[src/rtl/tinv_pkg.sv]
package tinv_pkg;
  typedef enum logic [1:0] {
    OP_WHOLE = 2'd0,
    OP_IHALF = 2'd1,
    OP_DHALF = 2'd2,
    OP_LINE  = 2'd3
  } inv_op_e;
endpackage

[src/rtl/tinv_arbiter.sv]
module tinv_arbiter
  import tinv_pkg::*;
#(
  parameter int ADDR_W = 32
) (
  input  logic              core_req,
  input  logic [1:0]        core_op,
  input  logic [ADDR_W-1:0] core_addr,
  input  logic              dbg_req,
  input  logic [1:0]        dbg_op,
  input  logic [ADDR_W-1:0] dbg_addr,
  output logic              sel_valid,
  output inv_op_e           sel_op,
  output logic [ADDR_W-1:0] sel_addr
);
  // Core has fixed priority over the debug port.
  always_comb begin
    sel_valid = core_req | dbg_req;
    if (core_req) begin
      sel_op   = inv_op_e'(core_op);
      sel_addr = core_addr;
    end else begin
      sel_op   = inv_op_e'(dbg_op);
      sel_addr = dbg_addr;
    end
  end
endmodule

[src/rtl/tinv_range.sv]
module tinv_range
  import tinv_pkg::*;
#(
  parameter int IDX_W = 9
) (
  input  inv_op_e          op,
  input  logic             split,
  output logic [IDX_W-1:0] first,
  output logic [IDX_W-1:0] last
);
  localparam int DEPTH = 1 << IDX_W;
  localparam int HALF  = DEPTH / 2;
  localparam logic [IDX_W-1:0] TOP_IDX  = IDX_W'(DEPTH - 1);
  localparam logic [IDX_W-1:0] HALF_LO  = IDX_W'(HALF - 1);
  localparam logic [IDX_W-1:0] HALF_HI  = IDX_W'(HALF);

  function automatic logic [IDX_W-1:0] walk_first(inv_op_e o, logic s);
    if (s && o == OP_DHALF) return HALF_HI;
    return '0;
  endfunction

  function automatic logic [IDX_W-1:0] walk_last(inv_op_e o, logic s);
    if (s && o == OP_IHALF) return HALF_LO;
    return TOP_IDX;
  endfunction

  assign first = walk_first(op, split);
  assign last  = walk_last(op, split);
endmodule

[src/rtl/tinv_walker.sv]
module tinv_walker #(
  parameter int IDX_W = 9
) (
  input  logic             clk,
  input  logic             rst_n,
  input  logic             load,
  input  logic [IDX_W-1:0] first,
  input  logic [IDX_W-1:0] last,
  output logic             active,
  output logic [IDX_W-1:0] idx,
  output logic [IDX_W-1:0] end_idx,
  output logic             finish
);
  always_ff @(posedge clk or negedge rst_n) begin
    if (!rst_n) begin
      active  <= 1'b0;
      idx     <= '0;
      end_idx <= '0;
    end else if (!active) begin
      if (load) begin
        active  <= 1'b1;
        idx     <= first;
        end_idx <= last;
      end
    end else if (idx == end_idx) begin
      active <= 1'b0;
    end else begin
      idx <= idx + 1'b1;
    end
  end

  assign finish = active && (idx == end_idx);
endmodule

[src/rtl/tag_inval_seq.sv]
module tag_inval_seq
  import tinv_pkg::*;
#(
  parameter int ADDR_W  = 32,
  parameter int IDX_W   = 9,
  parameter int IDX_LSB = 4
) (
  input  logic              clk,
  input  logic              rst_n,
  input  logic              split_mode,
  input  logic              push_disable,
  input  logic              core_req,
  input  logic [1:0]        core_op,
  input  logic [ADDR_W-1:0] core_addr,
  input  logic              dbg_req,
  input  logic [1:0]        dbg_op,
  input  logic [ADDR_W-1:0] dbg_addr,
  output logic              busy,
  output logic              tag_clr_en,
  output logic [IDX_W-1:0]  tag_clr_idx,
  output logic              done
);
  function automatic logic [IDX_W-1:0] line_index(logic [ADDR_W-1:0] a);
    return a[IDX_LSB +: IDX_W];
  endfunction

  logic              sel_valid;
  inv_op_e           sel_op;
  logic [ADDR_W-1:0] sel_addr;
  logic [IDX_W-1:0]  rng_first, rng_last;
  logic              walk_active, walk_finish;
  logic [IDX_W-1:0]  walk_idx, walk_end;

  // Named events for the checker.
  logic accept, start_walk, line_fire;
  logic line_q, done_q;
  logic [IDX_W-1:0] line_idx_q;

  tinv_arbiter #(.ADDR_W(ADDR_W)) u_arb (
    .core_req(core_req), .core_op(core_op), .core_addr(core_addr),
    .dbg_req(dbg_req), .dbg_op(dbg_op), .dbg_addr(dbg_addr),
    .sel_valid(sel_valid), .sel_op(sel_op), .sel_addr(sel_addr)
  );

  tinv_range #(.IDX_W(IDX_W)) u_rng (
    .op(sel_op), .split(split_mode), .first(rng_first), .last(rng_last)
  );

  assign accept     = sel_valid && !walk_active;
  assign start_walk = accept && (sel_op != OP_LINE);
  assign line_fire  = accept && (sel_op == OP_LINE) && !push_disable;

  tinv_walker #(.IDX_W(IDX_W)) u_walk (
    .clk(clk), .rst_n(rst_n), .load(start_walk),
    .first(rng_first), .last(rng_last),
    .active(walk_active), .idx(walk_idx), .end_idx(walk_end),
    .finish(walk_finish)
  );

  always_ff @(posedge clk or negedge rst_n) begin
    if (!rst_n) begin
      line_q     <= 1'b0;
      line_idx_q <= '0;
      done_q     <= 1'b0;
    end else begin
      line_q     <= line_fire;
      line_idx_q <= line_index(sel_addr);
      done_q     <= walk_finish;
    end
  end

  assign busy        = walk_active;
  assign tag_clr_en  = walk_active | line_q;
  assign tag_clr_idx = walk_active ? walk_idx : line_idx_q;
  assign done        = done_q;
endmodule

[config.mk]
export PLATFORM = sky130hd
export DESIGN_NAME = tag_inval_seq
export DESIGN_NICKNAME = d
export VERILOG_FILES = /design/src/rtl/tinv_pkg.sv /design/src/rtl/tinv_arbiter.sv /design/src/rtl/tinv_range.sv /design/src/rtl/tinv_walker.sv /design/src/rtl/tag_inval_seq.sv
export SDC_FILE = /design/constraint.sdc
export NUM_CORES = 1
export LEC_CHECK = 0
export ABC_AREA = 0
export BUFFER_PORTS_ARGS = -buffer_cell sky130_fd_sc_hd__buf_4
export CAP_MARGIN = 20
export CORE_ASPECT_RATIO = 1.5
export CORE_MARGIN = 1.5
export CORE_UTILIZATION = 30
export DETAILED_ROUTE_END_ITERATION = 6
export HOLD_SLACK_MARGIN = 0.02
export SLEW_MARGIN = 20
export SYNTH_ARGS = -nofsm -noshare
export SYNTH_HDL_FRONTEND = slang
export SYNTH_SLANG_ARGS = --single-unit
export TNS_END_PERCENT = 50
[constraint.sdc]
create_clock -name clk -period 5.3 [get_ports clk]
set_input_delay 0.265 -clock clk [delete_from_list [all_inputs] [get_ports clk]]
set_output_delay 0.265 -clock clk [all_outputs]
set_load 0.02 [all_outputs]
==> summary.md <==
| Metric | Value |
|---|---|
| Synth warnings | 0 |
| Peak supply drop | 150 uV |
| R2R depth | 4 |
| Resized Gates After CTS | 0 |
| Pre-Repair DR Iteration Count | 4 |
| Ys async rst share | 100% |
| Post-synthesis compound-gate area fraction | 10.2% |
| Dominant cell type by area after synthesis | dfrtp_1 |
| Reg area | 576 um2 |
| Final setup violating endpoints | 0 |
| Adder-cell area share of the yosys netlist | 1.01% |
| Syn Inst Count | 112 |
| Internal cell power | 0.257 mW |
| Final Non-Filler Cells | 196 |
| Maxcap violations | 0 |
| Net Sw Power | 0.0691 mW |
| Global Route met2 Usage | 24.6% |
| DRT antenna net count | 0 |
| Post-detailed-routing wire length | 2840 um |
| Fin. max-slew vios | 0 |
| Logic pwr share | 10.3% |
| Inserted Clock Buffers | 3 |
| GR Layer Usage met1 | 14.8% |
| Via Count | 1038 |
| CP Launch Point | u_walk.active |
| Core Region | 3960 um2 |
| WS Path Type | register to register |
| Power per standard cell area | 201 nW/um2 |
| R2R Path Start | u_walk.active |
| Fin util | 41.0% |
| Count leader, synth | dfrtp_1 |
| Std-Cell Rows | 28 |
| Fraction of layout cells with a size suffix above 1 | 43.0% |
| # nets final | 227 |
| Critical Path Sink Type | register |
| N_diodes | 0 |
| Simple logic cell fraction of the synthesized area | 18.3% |
| Min Tclk post-route | 2.11 ns |
| Largest family of logic cells by synthesized area | multiplexers |
| Fmax | 0.474 GHz |
| CP Max Fanout | 21 |
| Initial DRC Count | 25 |
| Register area share after synthesis | 46.5% |
| Cell area after synthesis | 1240 um2 |
| IO buf count | 39 |
| CTS Sinks | 23 |
| Final TNS setup | 0 ns |
| XOR/XNOR share of the synthesized area | 2.83% |
| Layout overhead on the synthesized area | 31.1% |
| GRT Util Overall | 13.1% |
| GRT overflow | 0 |
| Die area | 4530 um2 |
| Initial antenna violation count | 0 |
| Number of remaining DRC errors | 0 |
| Busiest grt layer | met2 |
| Clk_lat worst skew | 0.26 ns |
| Commonest cells post-synth | dfrtp_1 (23), mux2_2 (18), nand2_1 (8), nor2_1 (5), o21ai_0 (5) |
| Count of cell types in the netlist | 36 |
| Outcome | finished clean |
| Placed cell count | 191 |
| Static leakage | 0.770 nW |
| Final hold viol count | 0 |
| Relative slew slack | 49.1% |
| CP Data Arrival Time | 2.27 ns |
| CTS tree | done |
| # IOs | 86 |
| Multi-input logic area | 633 um2 |
| Synth top area cells | dfrtp_1 (46%), mux2_2 (16%), a32o_1 (2.4%) |
| Post-DP HPWL | 2160 um |
| Number of flops mapped to enable cells by yosys | 0 |
| Clock-pin slew of the registers on the worst-case setup and hold paths | 0.08 ns |
| Gpl congestion | 0.773 |
| Post-synth net total | 187 |
| Synth Register Bits | 23 |
| Largest net degree at the start of global routing | 24 |
| First-pass GRT wire length | 4790 um |
| Hold Crit Class | input port to register |
| Unrepaired setup endpoints after global routing | no |
| Final period utilization | 39.8% |
| Pwr Total | 0.326 mW |
| Vias in the first global route | 1076 |
| Power share of the clock group | 33.2% |
| Vias per cell | 5.30 |
| Starting Density | 31.3% |
| Hold depth | 2 |
| Root buffer cell | clkbuf_8 |
| H-tree Lvls | 1 |
| Worst Tran Pin Value | 0.763 ns |
| Top_reg_cell synth | dfrtp_1 |
| Register share of total power | 56.5% |
| Die X | 55.5 um |
| CTS max path bufs | 2 |
| Hold_sp | push_disable |
| Yosys top cell area share | 46.5% |
| Per-cell routed wire length | 14.5 um |
| Multiplexer area fraction after synthesis | 18.8% |
| Post-synthesis area per instance | 11.1 um2 |
| Final setup skew | 0.00158 ns |
| Switching part of the total | 21.2% |
| Fill count | 416 |
| Die Y | 81.7 um |
| CP Launch Type | register |
| M3 GR Usage | 2.05% |
| Worst EP required | 5.46 ns |
## worst max-delay path, cell delays in order, from the launching register on
cell and delay (ns):
dfrtp_1 0.84, o21bai_1 0.24, a221o_1 0.47, mux2i_1 0.15
a221oi_1 0.31
## timing repair
item,CTS,global route
hold buffers,1,0
buffers inserted,0,0
endpoints found under the hold margin,23,0
## layer usage
metal | wire length [um] | vias up
li1 | - | 491
met3 | 78 | 2
met1 | 1140 | 526
met2 | 1600 | 19
met4 | 22 | 0
met5 | 0 | -
## layout make-up
cell class              count  share of cell area [%]
clock buffers               4                    2.77
inverters                   3                   0.693
multi-input cells          81                    39.0
flip-flops and latches     23                    35.4
well taps                  45                    3.47
repair buffers             40                    18.6
## placed cells by master (no fill, tap or decap), types with 2 or more instances in the layout
master    netlist  routed
buf_4           0      39
dfrtp_1        23      23
mux2_2         18      18
nand2_1         8       8
o21ai_0         5       5
nor2_1          5       5
nor3_1          4       4
inv_1           3       3
xnor2_1         3       3
and3_1          3       3
mux2i_1         3       3
a32o_1          3       3
nand3_1         3       3
a31oi_1         3       3
clkbuf_8        0       3
nand4_1         2       2
or2_2           2       2
## kinds of logic (layout without fill, tap and decap cells)
| kind of cell | after synthesis | count (layout) |
|---|---|---|
| and+or+nand+nor | 38 | 38 |
| DFF | 23 | 23 |
| muxes | 21 | 21 |
| AOI/OAI and AO/OA | 17 | 17 |
| buffers and inverters | 8 | 47 |
| xor gates and xnor gates | 4 | 4 |
| adders and majority gates | 1 | 1 |
## registers in the layout, summed over array words and instances, names as in the netlist
signal and flops:
done 1, line_q 1, line_idx_q 9, u_walk.active 1
u_walk.idx 9, u_walk.end_idx 2
## path summary, 6_finish.rpt
path                                     end  slack, ns
min reg2reg                u_walk.end_idx[7]       0.53
min                                   line_q       0.17
min in group asynchronous      line_idx_q[4]       0.43
max reg2reg                    u_walk.idx[8]       3.19
max                            u_walk.idx[8]       3.19
max in group asynchronous      line_idx_q[3]       4.64
## power groups by stage
stage          logic [mW]  registers (mW)  clock network, mW
2_1_floorplan      0.0120           0.187                  0
3_3_place_gp       0.0318           0.187                  0
3_5_place_dp       0.0334           0.188                  0
4_1_cts            0.0341           0.184              0.111
5_1_grt            0.0368           0.185              0.118
6_report           0.0335           0.184              0.108
## stage by stage
| stage | cell area (um2) | worst slack, ns | hold WS [ns] |
|---|---|---|---|
| global route | 1620 | 3.00 | 0.155 |
| floorplan | 1240 | 3.44 | -0.0306 |
| CTS | 1620 | 3.17 | 0.160 |
| finish | 1620 | 3.19 | 0.167 |
| detailed placement | 1570 | 3.21 | 0.179 |
| global placement | 1570 | 3.23 | 0.177 |
Note: power is estimated with default switching activity, not from simulation.
